[src/rtl/scache_pkg.sv]
package scache_pkg;
  typedef enum logic [1:0] {
    ST_CHECK  = 2'd0,
    ST_READ   = 2'd1,
    ST_WRITE  = 2'd2,
    ST_UPDATE = 2'd3
  } trk_state_e;

  localparam int CSR_EN_BIT    = 0;
  localparam int CSR_FLUSH_BIT = 1;
endpackage

[src/rtl/scache_addr_split.sv]
module scache_addr_split #(
  parameter logic [31:0] BASE_ADDR     = 32'h9000_4000,
  parameter int          MEM_ADDR_BITS = 14,
  parameter int          OFF_BITS      = 4,
  parameter int          IDX_BITS      = 4,
  parameter int          TAG_W         = 6
) (
  input  logic [31:0]         addr,
  output logic                in_range,
  output logic [IDX_BITS-1:0] idx,
  output logic [TAG_W-1:0]    tag
);
  always_comb begin
    in_range = (addr[31:MEM_ADDR_BITS] == BASE_ADDR[31:MEM_ADDR_BITS]);
    idx      = addr[OFF_BITS +: IDX_BITS];
    tag      = addr[OFF_BITS+IDX_BITS +: TAG_W];
  end
endmodule

[src/rtl/scache_tag_array.sv]
module scache_tag_array #(
  parameter int IDX_BITS = 4,
  parameter int TAG_W    = 6
) (
  input  logic                clk,
  input  logic                rst_n,
  input  logic                flush,
  input  logic                wr_en,
  input  logic [IDX_BITS-1:0] wr_idx,
  input  logic [TAG_W-1:0]    wr_tag,
  input  logic [IDX_BITS-1:0] lk_idx,
  input  logic [TAG_W-1:0]    lk_tag,
  output logic                lk_hit,
  input  logic [IDX_BITS-1:0] rd_idx,
  output logic                rd_valid,
  output logic [TAG_W-1:0]    rd_tag
);
  localparam int ROWS = 1 << IDX_BITS;

  logic [ROWS-1:0]  row_valid;
  logic [TAG_W-1:0] row_tag [ROWS];

  for (genvar r = 0; r < ROWS; r++) begin : g_row
    always_ff @(posedge clk) begin
      if (!rst_n) begin
        row_valid[r] <= 1'b0;
        row_tag[r]   <= '0;
      end else if (flush) begin
        row_valid[r] <= 1'b0;
      end else if (wr_en && (wr_idx == IDX_BITS'(r))) begin
        row_valid[r] <= 1'b1;
        row_tag[r]   <= wr_tag;
      end
    end
  end

  always_comb begin
    lk_hit   = row_valid[lk_idx] && (row_tag[lk_idx] == lk_tag);
    rd_valid = row_valid[rd_idx];
    rd_tag   = row_tag[rd_idx];
  end

  AST_FLUSH_EMPTIES: assert property (@(posedge clk) disable iff (!rst_n)
    flush |=> ($countones(row_valid) == 0));

  AST_FILL_SETS_VALID: assert property (@(posedge clk) disable iff (!rst_n)
    (wr_en && !flush) |=> row_valid[$past(wr_idx)]);

  AST_NO_SPURIOUS_VALID: assert property (@(posedge clk) disable iff (!rst_n)
    (!wr_en) |=> ($countones(row_valid) <= $countones($past(row_valid))));
endmodule

[src/rtl/scache_ctrl.sv]
module scache_ctrl
  import scache_pkg::*;
#(
  parameter bit WRITE_THROUGH = 1'b1
) (
  input  logic clk,
  input  logic rst_n,
  input  logic accept,
  input  logic acc_rd,
  input  logic lk_hit,
  output logic ready,
  output logic hit,
  output logic tag_wr
);
  trk_state_e state_q, state_d;
  trk_state_e wr_miss_next;

  if (WRITE_THROUGH) begin : g_wt
    assign wr_miss_next = ST_CHECK;
  end else begin : g_wb
    assign wr_miss_next = ST_UPDATE;
  end

  always_comb begin
    state_d = state_q;
    unique case (state_q)
      ST_CHECK:  if (accept) state_d = acc_rd ? ST_READ : ST_WRITE;
      ST_READ:   state_d = lk_hit ? ST_CHECK : ST_UPDATE;
      ST_WRITE:  state_d = lk_hit ? ST_CHECK : wr_miss_next;
      ST_UPDATE: state_d = ST_CHECK;
      default:   state_d = ST_CHECK;
    endcase
  end

  always_ff @(posedge clk) begin
    if (!rst_n) state_q <= ST_CHECK;
    else        state_q <= state_d;
  end

  always_comb begin
    ready  = (state_q == ST_CHECK);
    hit    = ((state_q == ST_READ) || (state_q == ST_WRITE)) && lk_hit;
    tag_wr = (state_q == ST_UPDATE);
  end

  AST_HIT_SINGLE: assert property (@(posedge clk) disable iff (!rst_n)
    hit |=> !hit);

  AST_BUSY_AFTER_TAKE: assert property (@(posedge clk) disable iff (!rst_n)
    (accept && ready) |=> !ready);

  AST_READ_MISS_FILLS: assert property (@(posedge clk) disable iff (!rst_n)
    (state_q == ST_READ && !lk_hit) |=> tag_wr);

  if (WRITE_THROUGH) begin : g_chk_wt
    AST_WT_NO_FILL: assert property (@(posedge clk) disable iff (!rst_n)
      (state_q == ST_WRITE) |=> ready);
  end else begin : g_chk_wb
    AST_WB_WRITE_FILL: assert property (@(posedge clk) disable iff (!rst_n)
      (state_q == ST_WRITE && !lk_hit) |=> tag_wr);
  end
endmodule

[src/rtl/shadow_cache_tracker.sv]
module shadow_cache_tracker
  import scache_pkg::*;
#(
  parameter int          LINE_WORDS    = 4,
  parameter int          IDX_BITS      = 4,
  parameter bit          WRITE_THROUGH = 1'b1,
  parameter logic [31:0] BASE_ADDR     = 32'h9000_4000,
  parameter int          MEM_ADDR_BITS = 14
) (
  input  logic                clk,
  input  logic                rst_n,
  input  logic                bus_valid,
  output logic                bus_ready,
  input  logic [31:0]         bus_addr,
  input  logic                bus_rnw,
  output logic                hit,
  input  logic                csr_we,
  input  logic [31:0]         csr_wdata,
  input  logic [IDX_BITS:0]   reg_sel,
  output logic [31:0]         reg_rdata
);
  localparam int          OFF_BITS = 2 + $clog2(LINE_WORDS);
  localparam int          TAG_W    = MEM_ADDR_BITS - OFF_BITS - IDX_BITS;
  localparam int          TAG_LSB  = OFF_BITS + IDX_BITS;
  localparam logic [31:0] BASE_HI  = BASE_ADDR & ~((32'd1 << MEM_ADDR_BITS) - 32'd1);

  logic                en_q;
  logic                flush;
  logic                accept;
  logic [31:0]         lat_addr;
  logic                bus_in_range, lat_in_range;
  logic [IDX_BITS-1:0] bus_idx, lat_idx, rd_idx;
  logic [TAG_W-1:0]    bus_tag, lat_tag, rd_tag;
  logic                lk_hit, rd_valid, tag_wr;
  logic [31:0]         rd_block;

  // control word
  always_ff @(posedge clk) begin
    if (!rst_n)      en_q <= 1'b1;
    else if (csr_we) en_q <= csr_wdata[CSR_EN_BIT];
  end
  assign flush = csr_we && csr_wdata[CSR_FLUSH_BIT];

  scache_addr_split #(
    .BASE_ADDR(BASE_ADDR), .MEM_ADDR_BITS(MEM_ADDR_BITS),
    .OFF_BITS(OFF_BITS), .IDX_BITS(IDX_BITS), .TAG_W(TAG_W)
  ) u_bus_split (
    .addr(bus_addr), .in_range(bus_in_range), .idx(bus_idx), .tag(bus_tag)
  );

  scache_addr_split #(
    .BASE_ADDR(BASE_ADDR), .MEM_ADDR_BITS(MEM_ADDR_BITS),
    .OFF_BITS(OFF_BITS), .IDX_BITS(IDX_BITS), .TAG_W(TAG_W)
  ) u_lat_split (
    .addr(lat_addr), .in_range(lat_in_range), .idx(lat_idx), .tag(lat_tag)
  );

  assign accept = bus_valid && bus_ready && en_q && bus_in_range;

  always_ff @(posedge clk) begin
    if (!rst_n)      lat_addr <= '0;
    else if (accept) lat_addr <= bus_addr;
  end

  scache_ctrl #(.WRITE_THROUGH(WRITE_THROUGH)) u_ctrl (
    .clk(clk), .rst_n(rst_n), .accept(accept), .acc_rd(bus_rnw),
    .lk_hit(lk_hit), .ready(bus_ready), .hit(hit), .tag_wr(tag_wr)
  );

  scache_tag_array #(.IDX_BITS(IDX_BITS), .TAG_W(TAG_W)) u_tags (
    .clk(clk), .rst_n(rst_n), .flush(flush),
    .wr_en(tag_wr), .wr_idx(lat_idx), .wr_tag(lat_tag),
    .lk_idx(lat_idx), .lk_tag(lat_tag), .lk_hit(lk_hit),
    .rd_idx(rd_idx), .rd_valid(rd_valid), .rd_tag(rd_tag)
  );

  // register readback
  assign rd_idx = reg_sel[IDX_BITS-1:0];
  always_comb begin
    rd_block = BASE_HI | (32'(rd_tag) << TAG_LSB) | (32'(rd_idx) << OFF_BITS);
    if (reg_sel[IDX_BITS])  reg_rdata = {31'd0, en_q};
    else if (rd_valid)      reg_rdata = rd_block;
    else                    reg_rdata = 32'd0;
  end

  AST_LOOKUP_IN_WINDOW: assert property (@(posedge clk) disable iff (!rst_n)
    hit |-> lat_in_range);

  AST_OUTSIDE_IGNORED: assert property (@(posedge clk) disable iff (!rst_n)
    (bus_valid && bus_ready && !bus_in_range) |=> bus_ready);

  AST_DISABLED_QUIET: assert property (@(posedge clk) disable iff (!rst_n)
    (bus_valid && bus_ready && !en_q) |=> (bus_ready && !hit));
endmodule

[config.mk]
export PLATFORM = sky130hd
export DESIGN_NAME = shadow_cache_tracker
export DESIGN_NICKNAME = d
export VERILOG_FILES = /design/src/rtl/scache_pkg.sv /design/src/rtl/scache_addr_split.sv /design/src/rtl/scache_tag_array.sv /design/src/rtl/scache_ctrl.sv /design/src/rtl/shadow_cache_tracker.sv
export SDC_FILE = /design/constraint.sdc
export NUM_CORES = 1
export LEC_CHECK = 0
export ABC_AREA = 1
export ABC_CLOCK_PERIOD_IN_PS = 2200
export BUFFER_PORTS_ARGS = -buffer_cell sky130_fd_sc_hd__buf_2
export CAP_MARGIN = 5
export CORE_UTILIZATION = 59
export CTS_CLUSTER_DIAMETER = 30
export DETAILED_ROUTE_END_ITERATION = 6
export PLACE_DENSITY = 0.81
export SYNTH_ARGS = -nofsm -noshare
export SYNTH_HDL_FRONTEND = slang
export SYNTH_HIERARCHICAL = 1
export SYNTH_SLANG_ARGS = --single-unit
[constraint.sdc]
create_clock -name clk -period 2.2 [get_ports clk]
set_input_delay 0.11 -clock clk [delete_from_list [all_inputs] [get_ports clk]]
set_output_delay 0.11 -clock clk [all_outputs]
set_load 0.02 [all_outputs]
======== Yosys cells after proc, flatten, opt, wreduce, memory -nomap -nowiden ========
Memories as Yosys holds them, arrays and structs flattened. A register that Yosys moved wholly into a read port is not among the register bits.
Index checks and enable logic that the tools add are counted.
storage, ports and cells
  flip-flop bits (word level) ............. 33
  bits in writable memories ............... 96
  input bits .............................. 74
  output and inout bits ................... 34
  word-level logic and storage cells ...... 181
  memories kept ........................... 1
memories
  memory          depth  bits a word  read ports  clocked after Yosys merged registers in  wr ports  line                    RTL
  u_tags.row_tag  16     6            2           1                                        16        scache_tag_array.sv:21  logic [TAG_W-1:0] row_tag [ROWS];
operators by class
  $lt $le $gt $ge ......................... 2
  eq/ne operators ......................... 21
  multiplexer cells ....................... 93
  bitwise operators ....................... 18
  reduce and logical (&&, ||, !) cells .... 27
operator list
  cell                                                number
  two-way mux 6 bit                                   16
  two-way mux 1 bit                                   67
  two-way mux 32 bit                                  2
  == test 4 bit, second input constant                8
  bitwise OR 32 x 8 -> 32 bit                         1
  logical AND 1 bit                                   22
  == test 18 bit, second input constant               1
  == test 4 x 3 -> 1 bit, second input constant       4
  bitwise OR 1 bit                                    16
  < comparator 4 x 5 -> 1 bit, second input constant  2
  binary-select mux 1 bit (select 4 bit)              2
  == test 4 x 2 -> 1 bit, second input constant       2
  two-way mux 4 bit                                   2
  == test 6 bit                                       1
  two-way mux 2 bit                                   3
  one-hot mux 2 bit (3 select lines)                  1
  == test 2 bit, second input constant                2
  == test 4 x 1 -> 1 bit, second input constant       1
  logical NOT 4 bit                                   1
  OR reduction 2 bit                                  2
  == test 2 x 1 -> 1 bit, second input constant       1
  logical NOT 2 bit                                   1
  != test 2 x 1 -> 1 bit, second input constant       1
  logical OR 1 bit                                    1
  inverter 1 bit                                      1

======== Depth between registers and ports, before layout ========
Gate-level depths: netlist of run 1.
  depth after elaboration ................. 7
  gate-level depth with buffers ........... 17

======== Modules after synthesis ========
The synthesis of run 1 kept the hierarchy.
modules (own cells, without submodules)
  module                times used  cells an instance  area an instance (sq um)  sequential area each (sq um)
  scache_tag_array      1           869                6525.0                    3203.1
  shadow_cache_tracker  1           259                1631.6                    660.6
  scache_addr_split     2           35                 172.7                     0.0
  scache_ctrl           1           24                 166.4                     40.0

======== Worst setup path after synthesis of run 1 ========
Ideal clock, no wire load.
  path type ............................... input-to-output
  start ................................... in reg_sel[1]
  end ..................................... out reg_rdata[28]
  arrival time ............................ 1845 ps
  required time ........................... 2090 ps
  path slack .............................. 245 ps
  stages .................................. 10
  path buffers ............................ 4
  cell sequence ........................... buf_2 clkbuf_1 o21ai_0 a21oi_1 o221ai_1 nand2_1 clkbuf_1 inv_1 nor2_1 buf_4
on the way
  longest elaborated chain between the ends .. 4
RTL lines
  element                                  line                        RTL
  from (decl)                              shadow_cache_tracker.sv:19  input logic [IDX_BITS:0] reg_sel,
  binary-select mux 1 bit (select 4 bit)   scache_tag_array.sv:39      rd_valid = row_valid[rd_idx];
  two-way mux 1 bit (implied by the code)  scache_tag_array.sv:39
  named net rd_valid                       shadow_cache_tracker.sv:34  logic lk_hit, rd_valid, tag_wr;
  two-way mux 32 bit                       shadow_cache_tracker.sv:82  else if (rd_valid) reg_rdata = rd_block;
  two-way mux 32 bit                       shadow_cache_tracker.sv:81  if (reg_sel[IDX_BITS]) reg_rdata = {31'd0, en_q};
  to (decl)                                shadow_cache_tracker.sv:20  output logic [31:0] reg_rdata
The timed path passes the listed nets, and every way through them passes these cells. The select of a mux whose other input is x is not followed.

======== Worst setup path after layout of run 1 ========
  start ................................... reg lat_addr[4]
  end ..................................... out hit
on the way
  longest elaborated chain between the ends .. 4
RTL lines
  element                                  line                        RTL
  from (decl)                              shadow_cache_tracker.sv:30  logic [31:0] lat_addr;
  from (signal assigned)                   shadow_cache_tracker.sv:62  else if (accept) lat_addr <= bus_addr;
  binary-select mux 1 bit (select 4 bit)   scache_tag_array.sv:38      lk_hit = row_valid[lk_idx] && (row_tag[lk_idx] == lk_tag);
  two-way mux 1 bit (implied by the code)  scache_tag_array.sv:38
  logical AND 1 bit                        scache_tag_array.sv:38
  named net lk_hit                         shadow_cache_tracker.sv:34
  logical AND 1 bit                        scache_ctrl.sv:42           hit = ((state_q == ST_READ) || (state_q == ST_WRITE)) && lk_hit;
  to (decl)                                shadow_cache_tracker.sv:16  output logic hit,
The timed path passes the listed nets, and every way through them passes these cells. The select of a mux whose other input is x is not followed.

==> results.rst, run 1 <==
.. list-table::
   :header-rows: 1

   * - Metric
     - Value
   * - Result of the run
     - finished with violations
   * - Violated checks
     - setup timing
   * - Kind of cell adding the most delay to the critical path
     - simple AND/OR/NAND/NOR gates
   * - Number of DRC violations after detailed-routing iteration 0
     - ~1100
   * - Cell Area, Synth
     - about 7600 sq um
   * - Maximum number of pins on one net before global-route repair
     - 66
   * - CTS buffer count
     - 17
   * - Area of combinational cells with multiple inputs
     - around 3200 sq um
   * - Number of clock sinks seen by CTS
     - roughly 130
   * - Placeable core region
     - between 10000 and 15000 sq um
   * - Worst setup skew after layout
     - around 0.0037 ns
   * - Clock Path Buffers
     - 2
   * - Max-slew headroom
     - 41.5%
   * - Hold Path Class
     - input port to flip-flop
   * - Syn Inst Count
     - between 1000 and 1500
   * - Minimum setup slack among reg-to-reg paths
     - around 0.19 ns
   * - Layout fillers
     - between 1000 and 1500
   * - Data arrival time of the critical path
     - 2.38 ns
   * - Overall power after layout
     - around 6000 uW
   * - TritonCTS clock tree
     - done
   * - Cell type with the highest occurrence count on the critical path
     - nand2_1
   * - Worst setup EP type
     - output port
   * - Site Rows
     - 41
   * - Starting density of the core
     - ~61%
   * - Final worst slack
     - -0.292 ns
   * - Tot GR Track Use
     - 33.3%
   * - Die outline width
     - 116 um
   * - H-tree levels
     - 4
   * - Finish-stage setup viols
     - 1
   * - Detailed-route vias per instance
     - between 5 and 6
   * - Iteration count of the initial detailed-routing pass
     - 6
   * - Avg Cell Area, Syn
     - 7.25 sq um
   * - Total Nets Final
     - between 1000 and 1500
   * - Crit path max fanout
     - 14
   * - Yosys Warn Count
     - 6
   * - Classification of the worst setup path
     - flip-flop to output port
   * - Cells along the critical path
     - buf_8 > clkbuf_16 > or2_2 > nand3_2 > nand3_1 > nand3_2 > nand2_2 > nand2_1 > nand2_1 > nor2_1 > nand2_1 > nor2_4 > nand2_1 > inv_1 > buf_6
   * - Root buffer cell
     - clkbuf_16
   * - Post-route cell area
     - roughly 9000 sq um
   * - Clock-pin slew on the worst setup and hold paths
     - approximately 0.05 ns
   * - Peak Freq
     - around 0.40 GHz
   * - Total placed instance area
     - approximately 7900 sq um
   * - Total Die Area
     - 13400 sq um
   * - Final global-route overflow total
     - 0
   * - Number of antenna-violating nets in the routed design
     - 0
   * - Synthesis-to-layout area growth
     - 15.4%
   * - Slew at the pin closest to its max-slew limit
     - around 0.88 ns
   * - Antenna violations before repair
     - 0
   * - Die Span Y
     - around 120 um
   * - Share of cells above drive strength 1
     - 14.1%
   * - Count of buffers inserted at the top-level ports
     - 55
   * - Worst path slowest cell
     - dfxtp_4
   * - Final count of pins violating max slew
     - 0
   * - Final hold violation count
     - 0
   * - Maximum Capacitance Violations
     - 0
   * - Footprint of the flip-flops and latches
     - ~3500 sq um
   * - Total DRC errors in the routed layout
     - 0
   * - Unrepaired setup endpoints after global routing
     - yes
   * - Setup slack at placement
     - between 0.1 and 0.15 ns
   * - IO Count
     - around 110
   * - PwrDens
     - just under 700 nW/um^2
   * - P_leak
     - 0.00372 uW
   * - First-pass GRT wire length
     - around 33000 um
   * - Weighted congestion reported at the end of routability-driven placement
     - 0.941
   * - Req. time, crit path
     - 2.09 ns
   * - Total Routed Length
     - 22500 um
   * - Diodes inserted
     - 0
   * - Total half-perimeter wirelength after legalization and detailed placement
     - 14200 um
   * - Critical path buffer and inverter count
     - 4
   * - Part of the cycle the worst path needs
     - 113%
   * - Clk_lat worst skew
     - around 0.41 ns
   * - Kind of start point of the critical path
     - flip-flop
   * - Via Count
     - approximately 7400
   * - Time the final worst path needs with I/O delays and setup
     - 2.49 ns
   * - Average wire per cell in the routed design
     - between 15 and 20 um
   * - Max stage delay on crit path
     - 0.36 ns
   * - Number of global-route vias before repair
     - 6387
   * - Peak supply drop
     - ~0.46 mV
[worst min-delay path, stage by stage]
cell     delay [ns]
buf_2          0.09
inv_1          0.04
nand2_1        0.04
nand2_1        0.06
nor2_1         0.04
[placed cells by master (no fill, tap or decap), types with 3 or more instances in the layout]
master         instances
buf_6                  3
clkinv_1               3
nand3_1               65
o211ai_1               7
or2_1                  3
a21oi_1               56
or2_2                  5
conb_1                18
nand2_2                5
nand2_1              244
inv_1                139
clkinv_2               5
dlygate4sd3_1          9
dfxtp_1               28
o21ai_1                3
edfxtp_1              96
clkbuf_1               4
nor2_1               179
buf_2                 54
buf_4                 21
nor3_1                 5
ha_1                   3
o221ai_1              14
nand3_2               22
buf_12                 6
clkbuf_16             20
o21ai_0               71
[flip-flops by register name, indices dropped and copies added, names as in the netlist]
signal	count
u_tags/row_tag	96
u_tags/row_valid	16
lat_addr	10
u_ctrl/state_q	2
en_q	1
[per-layer routing]
metal / up-vias / wire [um] / global-route usage [%]
met4: 0 / 832 / 14.8
met1: 3349 / 8350 / 44.0
li1: 3402 / - / -
met5: - / 0 / 0
met3: 81 / 2970 / 8.11
met2: 552 / 10400 / 52.1
[layout make-up]
cell class | count | area share [%]
well taps | 172 | 2.44
clock inverters | 9 | 1.05
flip-flops and latches | 125 | 39.3
repair buffers | 98 | 8.96
clock buffers | 23 | 5.31
inverters | 143 | 6.12
multi-input cells | 709 | 36.8
[repair_timing]
action | 4_1_cts | 5_1_grt
endpoints found under the hold margin | 7 | 0
setup buffers | 1 | 4
endpoints found under the setup margin | 1 | 13
hold buffers | 9 | 0
pin swaps | 1 | 10
gates resized for setup | 5 | 37
gates cloned | 1 | 3
[metrics by stage]
stage          hold WS (ns)  TNS (ns)  cells  util (%)
4_1_cts            0.000519    -0.179   1272      67.8
2_1_floorplan         0.236         0   1071         -
6_report             0.0132    -0.292   1279      69.8
5_1_grt              0.0220    -0.335   1279      69.8
3_3_place_gp          0.326         0   1229      62.2
3_5_place_dp          0.337         0   1229      62.2
[final timing paths]
check                                     from                                 to  depth (start not counted)
min                                bus_addr[6]           lat_addr[6]$_SDFFE_PN0P_                          5
min reg2reg  u_tags/row_valid[14]$_SDFFE_PP0N_  u_tags/row_valid[14]$_SDFFE_PP0N_                          2
max reg2reg           lat_addr[4]$_SDFFE_PN0P_     u_ctrl/state_q[1]$_SDFFE_PN0P_                         15
max                   lat_addr[4]$_SDFFE_PN0P_                                hit                         15
[where the power goes]
group | switching [uW] | total [uW] | internal, uW
logic | 450 | 662 | 212
clock network | 946 | 2650 | 1710
registers | 48.5 | 2680 | 2630
Power figures use the tool's default switching activity.
==> inputs of run 2 (changes only) <==
- CORE_UTILIZATION: 59 -> 60
- CTS_BUF_LIST: unset -> sky130_fd_sc_hd__clkbuf_4 sky130_fd_sc_hd__clkbuf_8
- PLACE_DENSITY: 0.81 -> 0.82
==> run 2 against run 1 <==
  * The run still ends with setup timing left
  * Clock skew rose by 0.0082 ns
  * Sequential power barely moved
  * Die area fell by 1.6%
  * Clock power fell by 14%
  * Cell area fell by 2.0%
  * Combinational power rose by 2%
  * Flip-flop and latch count did not move
  * Count of clock-buffer cells in the layout fell by 1
  * Critical path depth fell by 1
  * Global-route usage rose by 0.31 points
  * Largest power group unchanged
==> results.rst, run 2 (same netlist as run 1, synthesis figures left out) <==
.. list-table::
   :header-rows: 1

   * - Metric
     - Value
   * - Result of the run
     - finished with violations
   * - Violated checks
     - setup timing
   * - Total Die Area
     - 13200 sq um (-1.6%)
   * - Worst Hold Depth
     - 4 (-1)
   * - Number of global-route vias before repair
     - 6404 (+0.27%)
   * - First-pass GRT wire length
     - 32800 um (+0.17%)
   * - Slew at the pin closest to its max-slew limit
     - 0.808 ns (-0.0681 ns)
   * - Die outline width
     - 115 um (-0.82%)
   * - Total Nets Final
     - 1179 (+0.68%)
   * - Final-layout setup total negative slack
     - -0.230 ns (+0.0620 ns)
   * - Peak supply drop
     - 0.371 mV (-20%)
   * - H-tree levels
     - 4 (unchanged)
   * - Classification of the worst setup path
     - flip-flop to output port
   * - Clock Path Buffers
     - 2 (unchanged)
   * - Unrepaired setup endpoints after global routing
     - yes
   * - Starting density of the core
     - 62.5% (+2.0 points)
   * - Crit path max fanout
     - 14 (unchanged)
   * - Share of cells above drive strength 1
     - 14.0% (-0.10 points)
   * - IO Count
     - 108 (unchanged)
   * - Most frequent standard cell in the layout excluding fill and tap cells
     - nand2_1
   * - CTS buffer count
     - 17 (unchanged)
   * - Part of the cycle the worst path needs
     - 110% (-2.8 points)
   * - Average wire per cell in the routed design
     - 16.9 um (-3.8%)
   * - Iteration count of the initial detailed-routing pass
     - 7 (+1)
   * - Number of DRC violations after detailed-routing iteration 0
     - 1095 (-0.27%)
   * - Worst setup skew after layout
     - 0.0118 ns (+0.00815 ns)
   * - Total half-perimeter wirelength after legalization and detailed placement
     - 14200 um (-0.30%)
   * - Synthesis-to-layout area growth
     - 13.2%
   * - Detailed-route vias per instance
     - 5.71 (-1.1%)
   * - Worst reg2reg path startpoint
     - lat_addr[4]$_SDFFE_PN0P_
   * - Worst R2R Path Depth
     - 15 (unchanged)
   * - Placeable core region
     - 12200 sq um (-3.2%)
   * - Register with the most flip-flops
     - u_tags/row_tag
   * - Req. time, crit path
     - 2.09 ns (about the same)
   * - Most used cells in the layout excluding fill and tap cells
     - nand2_1 (247), nor2_1 (179), inv_1 (139), edfxtp_1 (96), nand3_1 (73)
   * - PwrDens
     - 650 nW/um^2 (-4.4%)
   * - Total placed instance area
     - 7880 sq um (+0.38%)
   * - Root buffer cell
     - clkbuf_8
   * - Number of antenna-violating nets in the routed design
     - 0 (unchanged)
   * - Final global-route overflow total
     - 0 (unchanged)
   * - P_leak
     - 0.00366 uW (-1.7%)
   * - Max-slew headroom
     - 46.1% (+4.5 points)
   * - Weighted congestion reported at the end of routability-driven placement
     - 0.904 (-4.0%)
   * - Minimum setup slack among reg-to-reg paths
     - 0.17 ns (-0.02 ns)
   * - Via Count
     - 7327 (-0.77%)
   * - Total Routed Length
     - 21700 um (-3.5%)
   * - Site Rows
     - 40 (-2.4%)
   * - Post-route cell area
     - 8640 sq um (-2.0%)
   * - Die Span Y
     - 115 um (-0.82%)
   * - Setup slack at placement
     - 0.184 ns (+0.0669 ns)
   * - TritonCTS clock tree
     - done
   * - Time the final worst path needs with I/O delays and setup
     - 2.43 ns (-0.0620 ns)
   * - Clock-pin slew on the worst setup and hold paths
     - 0.07 ns (+0.02 ns)
   * - Peak Freq
     - 0.412 GHz (+2.5%)
   * - Data arrival time of the critical path
     - 2.32 ns (-0.06 ns)
   * - Largest regs
     - u_tags/row_tag x96, u_tags/row_valid x16, lat_addr x10
   * - Tot GR Track Use
     - 33.6% (+0.31 points)
   * - Number of placed cells counting well taps
     - 1233 (+0.33%)
   * - Maximum Capacitance Violations
     - 0 (unchanged)
   * - Final count of pins violating max slew
     - 0 (unchanged)
   * - Finish-stage setup viols
     - 1 (unchanged)
   * - Final design utilization
     - 70.8% (+0.92 points)
   * - Worst setup EP type
     - output port
   * - Maximum number of pins on one net before global-route repair
     - 38 (-42%)
   * - Hold Path Class
     - input port to flip-flop
   * - Worst hold endpoint
     - lat_addr[4]$_SDFFE_PN0P_
   * - Count of buffers inserted at the top-level ports
     - 55 (unchanged)
   * - Number of clock sinks seen by CTS
     - 125 (unchanged)
   * - Total DRC errors in the routed layout
     - 0 (unchanged)
   * - Diodes inserted
     - 0 (unchanged)
   * - Final worst slack
     - -0.230 ns (+0.0620 ns)
   * - Antenna violations before repair
     - 0 (unchanged)
   * - Worst reg2reg endpoint
     - u_ctrl/state_q[1]$_SDFFE_PN0P_
   * - Worst hold start
     - rst_n
   * - Kind of start point of the critical path
     - flip-flop
   * - Count of placed standard cells in the final layout, fillers left out
     - 1283 (+0.31%)
   * - Max reg flops
     - 96 (unchanged)
   * - Final hold violation count
     - 0 (unchanged)
   * - Clk_lat worst skew
     - 0.44 ns (+0.03 ns)
[run 2: cell types whose count changed in the layout (fill, tap and decap cells not counted), moves of 3 or more]
cell,delta
clkbuf_16,-18
clkinv_2,-3
nand3_2,-8
nand2_1,+3
clkbuf_8,+18
nand3_1,+8
clkbuf_1,-4
buf_4,+8
dlygate4sd3_1,+5
clkbuf_4,+3
buf_12,-3
[run 2: how the worst max path moves through the flow]
stage,start,end,slack (ns)
6_report,lat_addr[4]$_SDFFE_PN0P_,hit,-0.23
5_1_grt,lat_addr[4]$_SDFFE_PN0P_,hit,-0.35
4_1_cts,lat_addr[4]$_SDFFE_PN0P_,hit,-0.20
3_5_place_dp,lat_addr[5]$_SDFFE_PN0P_,hit,0.18
3_3_place_gp,reg_sel[0],reg_rdata[13],0.19
2_1_floorplan,reg_sel[1],reg_rdata[28],0.25
[run 2: layout make-up]
| class | count | area, sq um |
|---|---|---|
| flip-flops and latches | 125 | 3470 |
| clock inverters | 10 | 159 |
| well taps | 168 | 210 |
| clock buffers | 22 | 290 |
| inverters | 143 | 537 |
| repair buffers | 105 | 774 |
| fillers | 982 | 3570 |
| multi-input cells | 710 | 3200 |
[run 2: power by group]
part / total (uW) / internal [uW] / switching [uW]
sequential: 2670 / 2630 / 44.5
clock: 2270 / 1350 / 918
combinational: 678 / 225 / 453
[run 2: critical path, stage by stage (launching register included)]
cell     delay, ns
dfxtp_4       0.46
inv_2         0.09
buf_12        0.16
nand2_1       0.06
nand3_1       0.06
nand3_1       0.15
nand3_1       0.15
nand3_1       0.13
nand2_1       0.08
nor2_1        0.09
nand2_1       0.07
nor2_2        0.13
nand2_1       0.07
inv_1         0.06
buf_6         0.11
[run 2: timing repair]
| item | in CTS | in global routing |
|---|---|---|
| setup endpoints to repair | 1 | 14 |
| endpoints found under the hold margin | 13 | 0 |
| hold buffers | 14 | 0 |
| resized for setup | 9 | 18 |
| gates cloned | 0 | 3 |
| buffers inserted | 0 | 1 |
| pin swaps | 1 | 2 |
[run 2: through the flow]
| step | hold WS, ns | power [uW] |
|---|---|---|
| floorplan | 0.236 | 3180 |
| global placement | 0.328 | 3330 |
| detailed placement | 0.334 | 3350 |
| CTS | 0.152 | 5600 |
| global route | 0.181 | 5820 |
| finish | 0.187 | 5620 |
[run 2: routing by layer]
layer  GRT usage [%]  wire, um  up-vias  share of wire (%)
met5               0         0        -                  0
met4            16.1       731        0                3.4
met3            5.32      2570       69                 12
met2            52.9      9820      545                 45
met1            45.7      8590     3297                 40
li1                -         -     3416                  -
